### src/rtl/irq_ctrl_pkg.sv
package irq_ctrl_pkg;
  // word addresses of the register map
  localparam int unsigned ADR_STATUS  = 0;
  localparam int unsigned ADR_EN_SET  = 1;
  localparam int unsigned ADR_EN_CLR  = 2;
  localparam int unsigned ADR_MSK_SET = 3;
  localparam int unsigned ADR_MSK_CLR = 4;

  typedef struct packed {
    logic stat_clr;
    logic en_set;
    logic en_clr;
    logic msk_set;
    logic msk_clr;
  } wr_strobe_t;
endpackage

### src/rtl/irq_setclr_reg.sv
module irq_setclr_reg #(
  parameter int WIDTH = 32
) (
  input  logic             clk,
  input  logic             rst,
  input  logic             set_we,
  input  logic             clr_we,
  input  logic [WIDTH-1:0] wdata,
  output logic [WIDTH-1:0] q_o,
  output logic [WIDTH-1:0] d_o
);
  logic [WIDTH-1:0] set_bits, clr_bits;

  always_comb begin
    set_bits = set_we ? wdata : '0;
    clr_bits = clr_we ? wdata : '0;
    d_o      = (q_o | set_bits) & ~clr_bits;
  end

  always_ff @(posedge clk) begin
    if (rst) q_o <= '0;
    else     q_o <= d_o;
  end

  // set alias raises every written one
  a_r5_set_sticks: assert property (@(posedge clk) disable iff (rst)
    (set_we && !clr_we) |=> ((q_o & $past(wdata)) == $past(wdata)));
  // clear alias drops every written one
  a_r6_clr_drops: assert property (@(posedge clk) disable iff (rst)
    clr_we |=> ((q_o & $past(wdata)) == '0));
  // untouched register holds
  a_r6_hold: assert property (@(posedge clk) disable iff (rst)
    (!set_we && !clr_we) |=> $stable(q_o));
endmodule

### src/rtl/irq_status_reg.sv
module irq_status_reg #(
  parameter int WIDTH = 32
) (
  input  logic             clk,
  input  logic             rst,
  input  logic [WIDTH-1:0] src_i,
  input  logic [WIDTH-1:0] mask_i,
  input  logic             clr_we,
  input  logic [WIDTH-1:0] wdata,
  output logic [WIDTH-1:0] q_o,
  output logic [WIDTH-1:0] d_o
);
  logic [WIDTH-1:0] evt, clr_bits;

  always_comb begin
    evt      = src_i & ~mask_i;
    clr_bits = clr_we ? wdata : '0;
    // event applied after clear: a same-cycle event wins
    d_o      = (q_o & ~clr_bits) | evt;
  end

  always_ff @(posedge clk) begin
    if (rst) q_o <= '0;
    else     q_o <= d_o;
  end

  // every unmasked event is latched
  a_r2_latch: assert property (@(posedge clk) disable iff (rst)
    1'b1 |=> ((q_o & $past(src_i & ~mask_i)) == $past(src_i & ~mask_i)));
  // newly set bits come only from unmasked events
  a_r2_no_spurious: assert property (@(posedge clk) disable iff (rst)
    1'b1 |=> ((q_o & ~$past(q_o) & ~$past(src_i & ~mask_i)) == '0));
  // cleared bits without a competing event are low
  a_r3_w1c: assert property (@(posedge clk) disable iff (rst)
    clr_we |=> ((q_o & $past(wdata & ~(src_i & ~mask_i))) == '0));
endmodule

### src/rtl/irq_bus_port.sv
module irq_bus_port
  import irq_ctrl_pkg::*;
#(
  parameter int WIDTH  = 32,
  parameter int ADDR_W = 3
) (
  input  logic              clk,
  input  logic              rst,
  input  logic              valid_i,
  input  logic              write_i,
  input  logic [ADDR_W-1:0] addr_i,
  input  logic [WIDTH-1:0]  status_i,
  input  logic [WIDTH-1:0]  enable_i,
  input  logic [WIDTH-1:0]  mask_i,
  output wr_strobe_t        we_o,
  output logic [WIDTH-1:0]  rd_data_o
);
  localparam logic [ADDR_W-1:0] A_ST = ADDR_W'(ADR_STATUS);
  localparam logic [ADDR_W-1:0] A_ES = ADDR_W'(ADR_EN_SET);
  localparam logic [ADDR_W-1:0] A_EC = ADDR_W'(ADR_EN_CLR);
  localparam logic [ADDR_W-1:0] A_MS = ADDR_W'(ADR_MSK_SET);
  localparam logic [ADDR_W-1:0] A_MC = ADDR_W'(ADR_MSK_CLR);

  logic             wr, rd;
  logic [WIDTH-1:0] rd_mux;

  always_comb begin
    wr = valid_i && write_i;
    rd = valid_i && !write_i;
    we_o.stat_clr = wr && (addr_i == A_ST);
    we_o.en_set   = wr && (addr_i == A_ES);
    we_o.en_clr   = wr && (addr_i == A_EC);
    we_o.msk_set  = wr && (addr_i == A_MS);
    we_o.msk_clr  = wr && (addr_i == A_MC);
    case (addr_i)
      A_ST:       rd_mux = status_i;
      A_ES, A_EC: rd_mux = enable_i;
      A_MS, A_MC: rd_mux = mask_i;
      default:    rd_mux = '0;
    endcase
  end

  always_ff @(posedge clk) begin
    if (rst)     rd_data_o <= '0;
    else if (rd) rd_data_o <= rd_mux;
  end

  // at most one register is targeted per access
  a_r10_one_target: assert property (@(posedge clk) disable iff (rst)
    $onehot0(we_o));
  // idle bus writes nothing
  a_r10_idle: assert property (@(posedge clk) disable iff (rst)
    !valid_i |-> (we_o == '0));
  // read data only moves after a read
  a_r8_hold: assert property (@(posedge clk) disable iff (rst)
    !rd |=> $stable(rd_data_o));
endmodule

### src/rtl/irq_ctrl_unit.sv
module irq_ctrl_unit
  import irq_ctrl_pkg::*;
#(
  parameter int WIDTH  = 32,
  parameter int ADDR_W = 3
) (
  input  logic              clk,
  input  logic              rst,
  input  logic [WIDTH-1:0]  src_i,
  input  logic              bus_valid_i,
  input  logic              bus_write_i,
  input  logic [ADDR_W-1:0] bus_addr_i,
  input  logic [WIDTH-1:0]  bus_wdata_i,
  output logic [WIDTH-1:0]  rd_data_o,
  output logic              irq_o
);
  wr_strobe_t       we;
  logic [WIDTH-1:0] st_q, st_d, en_q, en_d, mk_q, mk_d;

  irq_bus_port #(.WIDTH(WIDTH), .ADDR_W(ADDR_W)) u_port (
    .clk(clk), .rst(rst),
    .valid_i(bus_valid_i), .write_i(bus_write_i), .addr_i(bus_addr_i),
    .status_i(st_q), .enable_i(en_q), .mask_i(mk_q),
    .we_o(we), .rd_data_o(rd_data_o)
  );

  irq_status_reg #(.WIDTH(WIDTH)) u_status (
    .clk(clk), .rst(rst), .src_i(src_i), .mask_i(mk_q),
    .clr_we(we.stat_clr), .wdata(bus_wdata_i), .q_o(st_q), .d_o(st_d)
  );

  irq_setclr_reg #(.WIDTH(WIDTH)) u_enable (
    .clk(clk), .rst(rst), .set_we(we.en_set), .clr_we(we.en_clr),
    .wdata(bus_wdata_i), .q_o(en_q), .d_o(en_d)
  );

  irq_setclr_reg #(.WIDTH(WIDTH)) u_mask (
    .clk(clk), .rst(rst), .set_we(we.msk_set), .clr_we(we.msk_clr),
    .wdata(bus_wdata_i), .q_o(mk_q), .d_o(mk_d)
  );

  // registered line, computed from next-state so it lands with the update
  always_ff @(posedge clk) begin
    if (rst) irq_o <= 1'b0;
    else     irq_o <= |(st_d & en_d);
  end

  // line agrees with the registers after every edge
  a_r9_line: assert property (@(posedge clk) disable iff (rst)
    irq_o == (|(st_q & en_q)));
  // reset lowers the line
  a_r1_reset_low: assert property (@(posedge clk)
    rst |=> !irq_o);
  // mask register is unaffected by source activity
  a_r2_mask_indep: assert property (@(posedge clk) disable iff (rst)
    !bus_valid_i |=> (mk_q == $past(mk_q)));
endmodule

### config.mk
export PLATFORM = sky130hd
export DESIGN_NAME = irq_ctrl_unit
export DESIGN_NICKNAME = d
export VERILOG_FILES = /design/src/rtl/irq_ctrl_pkg.sv /design/src/rtl/irq_setclr_reg.sv /design/src/rtl/irq_status_reg.sv /design/src/rtl/irq_bus_port.sv /design/src/rtl/irq_ctrl_unit.sv
export SDC_FILE = /design/constraint.sdc
export NUM_CORES = 1
export LEC_CHECK = 0
export BUFFER_PORTS_ARGS = -buffer_cell sky130_fd_sc_hd__buf_4
export CORE_UTILIZATION = 55
export DETAILED_ROUTE_END_ITERATION = 8
export GPL_ROUTABILITY_DRIVEN = 0
export PLACE_DENSITY = 0.78
export SLEW_MARGIN = 20
export SYNTH_ARGS = -nofsm -noshare
export SYNTH_HDL_FRONTEND = slang
export SYNTH_SLANG_ARGS = --single-unit
### constraint.sdc
create_clock -name clk -period 5.54 [get_ports clk]
set_clock_uncertainty 0.2 [all_clocks]
set_input_delay 0.554 -clock clk [delete_from_list [all_inputs] [get_ports clk]]
set_output_delay 0.554 -clock clk [all_outputs]
set_load 0.05 [all_outputs]
==> flow_summary.json, run 1 <==
{
  "dpl.hpwl_um": 12000,
  "ys_top_cells_by_count": "129 x dfxtp_1, 101 x a21oi_1, 77 x nor2_1",
  "antenna_cells": 0,
  "async_reset_ff_share_pct": 0,
  "drive_gt1_share_pct": 21.3,
  "yosysMostFrequentCell": "dfxtp_1",
  "wire_per_inst_um": 18.3,
  "postCtsSetupBuffers": 0,
  "numCtsBuffers": 17,
  "first_pass_iters": 7,
  "leakage_nw": 3.17,
  "cts.clk_slew.worst_paths_ns": 0.06,
  "r2r_slack_ns": 3.59,
  "place.port_buffers": 103,
  "power_density_nw_per_um2": 305,
  "ys.flop_type": "dfxtp_1",
  "syn_to_final_growth_pct": 20.9,
  "h-tree-depth": 4,
  "crit_required_ns": 5.63,
  "final_area_um2": 7900,
  "wl_um": 18400,
  "maxSlewHeadroom_pct": 29.4,
  "ys_warn_count": 0,
  "cts_sinks": 129,
  "fmax_mhz": 309,
  "finalCriticalPeriod_ns": 3.24,
  "track_usage_pct": 30.2,
  "setup_viol": 0,
  "synth.top_cells.by_area": "dfxtp_1 40%, a21oi_1 7.7%, mux2_2 5.5%, a211oi_1 5.2%, mux2i_1 4.9%",
  "grt_pass1_wl_um": 29900,
  "pin_count": 104,
  "vias": 6313,
  "drc": 10,
  "holdBufCountCts": 0,
  "avgSynthCellArea_um2": 8.25,
  "status": "finished with violations",
  "tightest_slew_ns": 1.06,
  "regArea_um2": 2580,
  "dpl_cell_area_um2": 7260,
  "syn-cell-area_um2": 6530,
  "dieArea_um2": 12300,
  "timing.rr.start": "u_mask.q_o[7]$_SDFF_PP0_",
  "fp.dieH_um": 111,
  "syn_nets": 863,
  "cp.arrival_ns": 3.33,
  "final_nets": 922,
  "placed_cells": 975,
  "hold_class": "primary input to register",
  "stdcell_count": 1007,
  "critPathCaptureType": "register",
  "maxCapViolCount": 0,
  "fp.dieW_um": 111,
  "root_buffer": "clkbuf_16",
  "yosys.area.top_type": "dfxtp_1",
  "antenna_found_initial": 0,
  "hold_start": "bus_wdata_i[3]",
  "maxSlewViolCount": 0,
  "tns_ns": 0,
  "critical_path.max_fanout": 69,
  "syn_inst": 792,
  "fin_crit_sh_pct": 58.4,
  "synth_top_area_share_pct": 39.5,
  "holdWs_ns": 0.162,
  "cts_tree": "yes",
  "insertion_delay_ns": 0.41,
  "nFillCells": 920,
  "cts_buffer_depth": 2,
  "critPathLaunch": "bus_addr_i[0]",
  "peakVddDrop_mv": 0.193,
  "ys_seq_area_share_pct": 39.5,
  "grt_setup_unrepaired": "no",
  "routed_via_density": 6.27,
  "grt.overflow.total": 0,
  "start_util_pct": 56.7,
  "path_class": "primary input to register",
  "multiInputGateArea_um2": 3510,
  "start_kind": "primary input",
  "hold_viol": 0,
  "ant_nets": 0,
  "rows": 39,
  "synth_enable_flop_cells": 0,
  "core_um2": 11500,
  "failed_checks": "DRC",
  "grt_max_degree": 98,
  "yosysUniqueCellTypes": 33,
  "cts_resized": 0,
  "dr.first_iter.drc_count": 713,
  "ys_seq_elements": 129,
  "grt_pass1_vias": 5892
}
## worst max-delay path, cell delays in order
cell	delay [ns]
buf_4	0.39
nand3b_4	0.57
nor2_2	0.21
buf_4	0.43
a221oi_1	0.16
nor4_1	0.39
o2111ai_1	0.16
o41a_1	0.43
## flip-flops by register name, indices dropped and copies added, names as in the netlist
signal and flops:
irq_o 1, u_enable.q_o 32, u_mask.q_o 32, u_port.rd_data_o 32
u_status.q_o 32
## cell type report
class                      instances  share of cell area [%]
clock buffer                      17                    5.39
multi-input combinational        549                    44.5
clock inverter                    15                    2.65
inverter                          44                    2.09
sequential                       129                    32.7
timing repair buffer             110                    10.5
tap                              143                    2.27
## cell families (layout without fill, tap and decap cells)
group | after synthesis | count (layout) | synth area share (%)
AO/OA/AOI/OAI | 313 | 313 | 30.7
flip-flops | 129 | 129 | 39.5
multiplexers | 64 | 64 | 10.4
buffers and inverters | 114 | 186 | 6.93
AND/OR/NAND/NOR | 172 | 172 | 12.4
## power by group
group	internal (mW)	switching (mW)	total (mW)	leakage, nW
sequential	0.954	0.0174	0.972	1.05
clock	0.757	0.427	1.18	0.300
combinational	0.0953	0.155	0.251	1.82
total	1.81	0.600	2.41	3.17
## routing by layer
layer | share of wire (%) | routed length (um) | track usage [%] | up-vias
li1 | - | - | - | 3026
met4 | 2.1 | 383 | 10.4 | 0
met2 | 49 | 8930 | 50.7 | 301
met5 | 0 | 0 | 0 | -
met3 | 6.8 | 1250 | 5.69 | 33
met1 | 43 | 7820 | 38.8 | 2953
## worst paths after layout
kind	cells after the start	to
hold / removal	2	u_mask.q_o[3]$_SDFF_PP0_
setup / recovery	8	irq_o$_SDFF_PP0_
hold reg to reg	2	u_status.q_o[9]$_SDFF_PP0_
setup reg to reg	5	irq_o$_SDFF_PP0_
## metrics by stage
step	util, %	setup WS [ns]	total power [mW]
finish	68.6	2.30	2.41
global route	68.6	2.17	2.49
CTS	68.6	2.31	2.41
detailed placement	63.1	1.88	1.24
global placement	63.1	1.94	1.23
floorplan	-	3.04	1.14
## cells in the final DEF (no fill, tap or decap), drive strengths merged, types with 6 or more instances in the layout
| cell | instances |
|---|---|
| dfxtp | 129 |
| buf | 110 |
| a21oi | 101 |
| nor2 | 78 |
| o21ai | 49 |
| inv | 46 |
| a211oi | 45 |
| a22oi | 37 |
| nand2 | 34 |
| mux2 | 32 |
| mux2i | 32 |
| and2 | 32 |
| a31oi | 32 |
| o41ai | 28 |
| clkbuf | 17 |
| nand2b | 16 |
| a221oi | 13 |
| clkinv | 6 |
Power figures use the tool's default switching activity.
==> run 2: changes to the inputs <==
- clock period: 5.54 -> 3.2 ns (I/O delays scaled with it)
==> flow_summary.json, run 2 (same netlist as run 1, synthesis figures left out) <==
{
  "status": "finished with violations",
  "failed_checks": "DRC",
  "cts_tree": "yes",
  "final_cell_mix": "129 x dfxtp_1, 119 x buf_4, 101 x a21oi_1, 72 x nor2_1, 49 x o21ai_0",
  "path_buf_inv": 3,
  "h-tree-depth": 4,
  "core_um2": 11500,
  "final_util_pct": 70.9,
  "maxSlewHeadroom_pct": 32.9,
  "wl_um": 19900,
  "drive_gt1_share_pct": 19.9,
  "multiInputGateArea_um2": 3510,
  "dieArea_um2": 12300,
  "grt_pass1_vias": 6288,
  "final_nets": 966,
  "power_density_nw_per_um2": 469,
  "postCtsSetupBuffers": 0,
  "ant_nets": 0,
  "pin_count": 104,
  "critical_path.max_fanout": 6,
  "hold_viol": 0,
  "cp.arrival_ns": 2.65,
  "critical-path-slowest-cell": "dlygate4sd3_1",
  "maxCapViolCount": 0,
  "crit_family": "compound AO/OA/AOI/OAI gates",
  "fp.dieW_um": 111,
  "grt_pass1_wl_um": 31900,
  "grt_setup_unrepaired": "no",
  "crit_chain": "dlygate4sd3_1 > buf_4 > inv_1 > o41ai_1 > a221oi_1 > nor4_1 > o2111ai_1 > o41a_1",
  "peakVddDrop_mv": 0.267,
  "crit_required_ns": 3.30,
  "setup_viol": 0,
  "nFillCells": 892,
  "maxSlewViolCount": 0,
  "tightest_slew_ns": 1.01,
  "finalCriticalPeriod_ns": 2.54,
  "hold_class": "primary input to register",
  "cts.clk_slew.worst_paths_ns": 0.05,
  "numCtsBuffers": 17,
  "drc": 10,
  "cts_buffer_depth": 2,
  "start_kind": "primary input",
  "insertion_delay_ns": 0.42,
  "wire_per_inst_um": 19.0,
  "fin_crit_sh_pct": 79.5,
  "antenna_cells": 0,
  "routed_via_density": 6.31,
  "rows": 39,
  "p_total_mw": 3.83,
  "holdBufCountCts": 35,
  "place.port_buffers": 103,
  "cts_resized": 0,
  "track_usage_pct": 32.8,
  "regArea_um2": 2580,
  "path_class": "primary input to register",
  "root_buffer": "clkbuf_16",
  "leakage_nw": 3.30,
  "vias": 6611,
  "mostFrequentLayoutCell": "dfxtp_1",
  "dr.first_iter.drc_count": 713,
  "grt.overflow.total": 0,
  "first_pass_iters": 7,
  "fp.dieH_um": 111,
  "cts_sinks": 129,
  "antenna_found_initial": 0,
  "start_util_pct": 56.7,
  "max_stage_delay_ns": 0.55,
  "critPathCaptureType": "register",
  "dpl_cell_area_um2": 7330,
  "syn_to_final_growth_pct": 25.0,
  "grt_max_degree": 68,
  "tns_ns": 0,
  "final_area_um2": 8170,
  "fmax_mhz": 393,
  "dpl.hpwl_um": 12700
}
## run 2: cell types whose count changed in the layout (fill, tap and decap cells not counted), sizes merged
cell         before  now
buf             110  119
bufinv            4    0
clkbuf           17   27
clkinv            6    1
clkinvlp          3    0
dlygate4sd3       0   35
inv              46   44
## run 2: final cells by class
| class | instances | area share, % |
|---|---|---|
| inverter | 44 | 2.02 |
| multi-input combinational | 549 | 43.0 |
| sequential | 129 | 31.6 |
| clock buffer | 27 | 5.91 |
| clock inverter | 1 | 0.0613 |
| tap | 143 | 2.19 |
| timing repair buffer | 154 | 15.2 |
## run 2: tightest hold or removal path, stage by stage
cell and delay, ns:
buf_4 0.08, nand2b_1 0.07, a21oi_1 0.12
## run 2: worst paths after layout
check / startpoint / to / slack, ns / cells after the start
setup reg to reg: u_enable.q_o[17]$_SDFF_PP0_ / irq_o$_SDFF_PP0_ / 1.31 / 5
setup / recovery: bus_wdata_i[7] / irq_o$_SDFF_PP0_ / 0.66 / 8
hold / removal: src_i[17] / u_status.q_o[17]$_SDFF_PP0_ / 0.002 / 3
hold reg to reg: u_status.q_o[17]$_SDFF_PP0_ / u_status.q_o[17]$_SDFF_PP0_ / 0.29 / 2
## run 2: routing by layer
metal | global-route usage, % | vias to the layer above | wire, um
li1 | - | 3103 | -
met1 | 42.4 | 3093 | 8310
met2 | 52.5 | 360 | 9350
met3 | 6.01 | 55 | 1550
met4 | 16.5 | 0 | 708
met5 | 0 | - | 0
## run 2: report_power, final
part | internal, mW | switching, mW | total (mW)
logic | 0.199 | 0.286 | 0.484
registers | 1.65 | 0.0302 | 1.68
clock network | 1.01 | 0.655 | 1.67
total | 2.86 | 0.971 | 3.83
## run 2: metrics by stage
step | hold WS (ns) | worst slack [ns] | instances
after floorplan | 0.217 | 0.930 | 792
after global placement | 0.263 | 0.483 | 984
after detailed placement | 0.281 | 0.399 | 984
after CTS | 0.00140 | 0.676 | 1047
after global routing | 0.0227 | 0.500 | 1047
final | 0.00226 | 0.658 | 1047
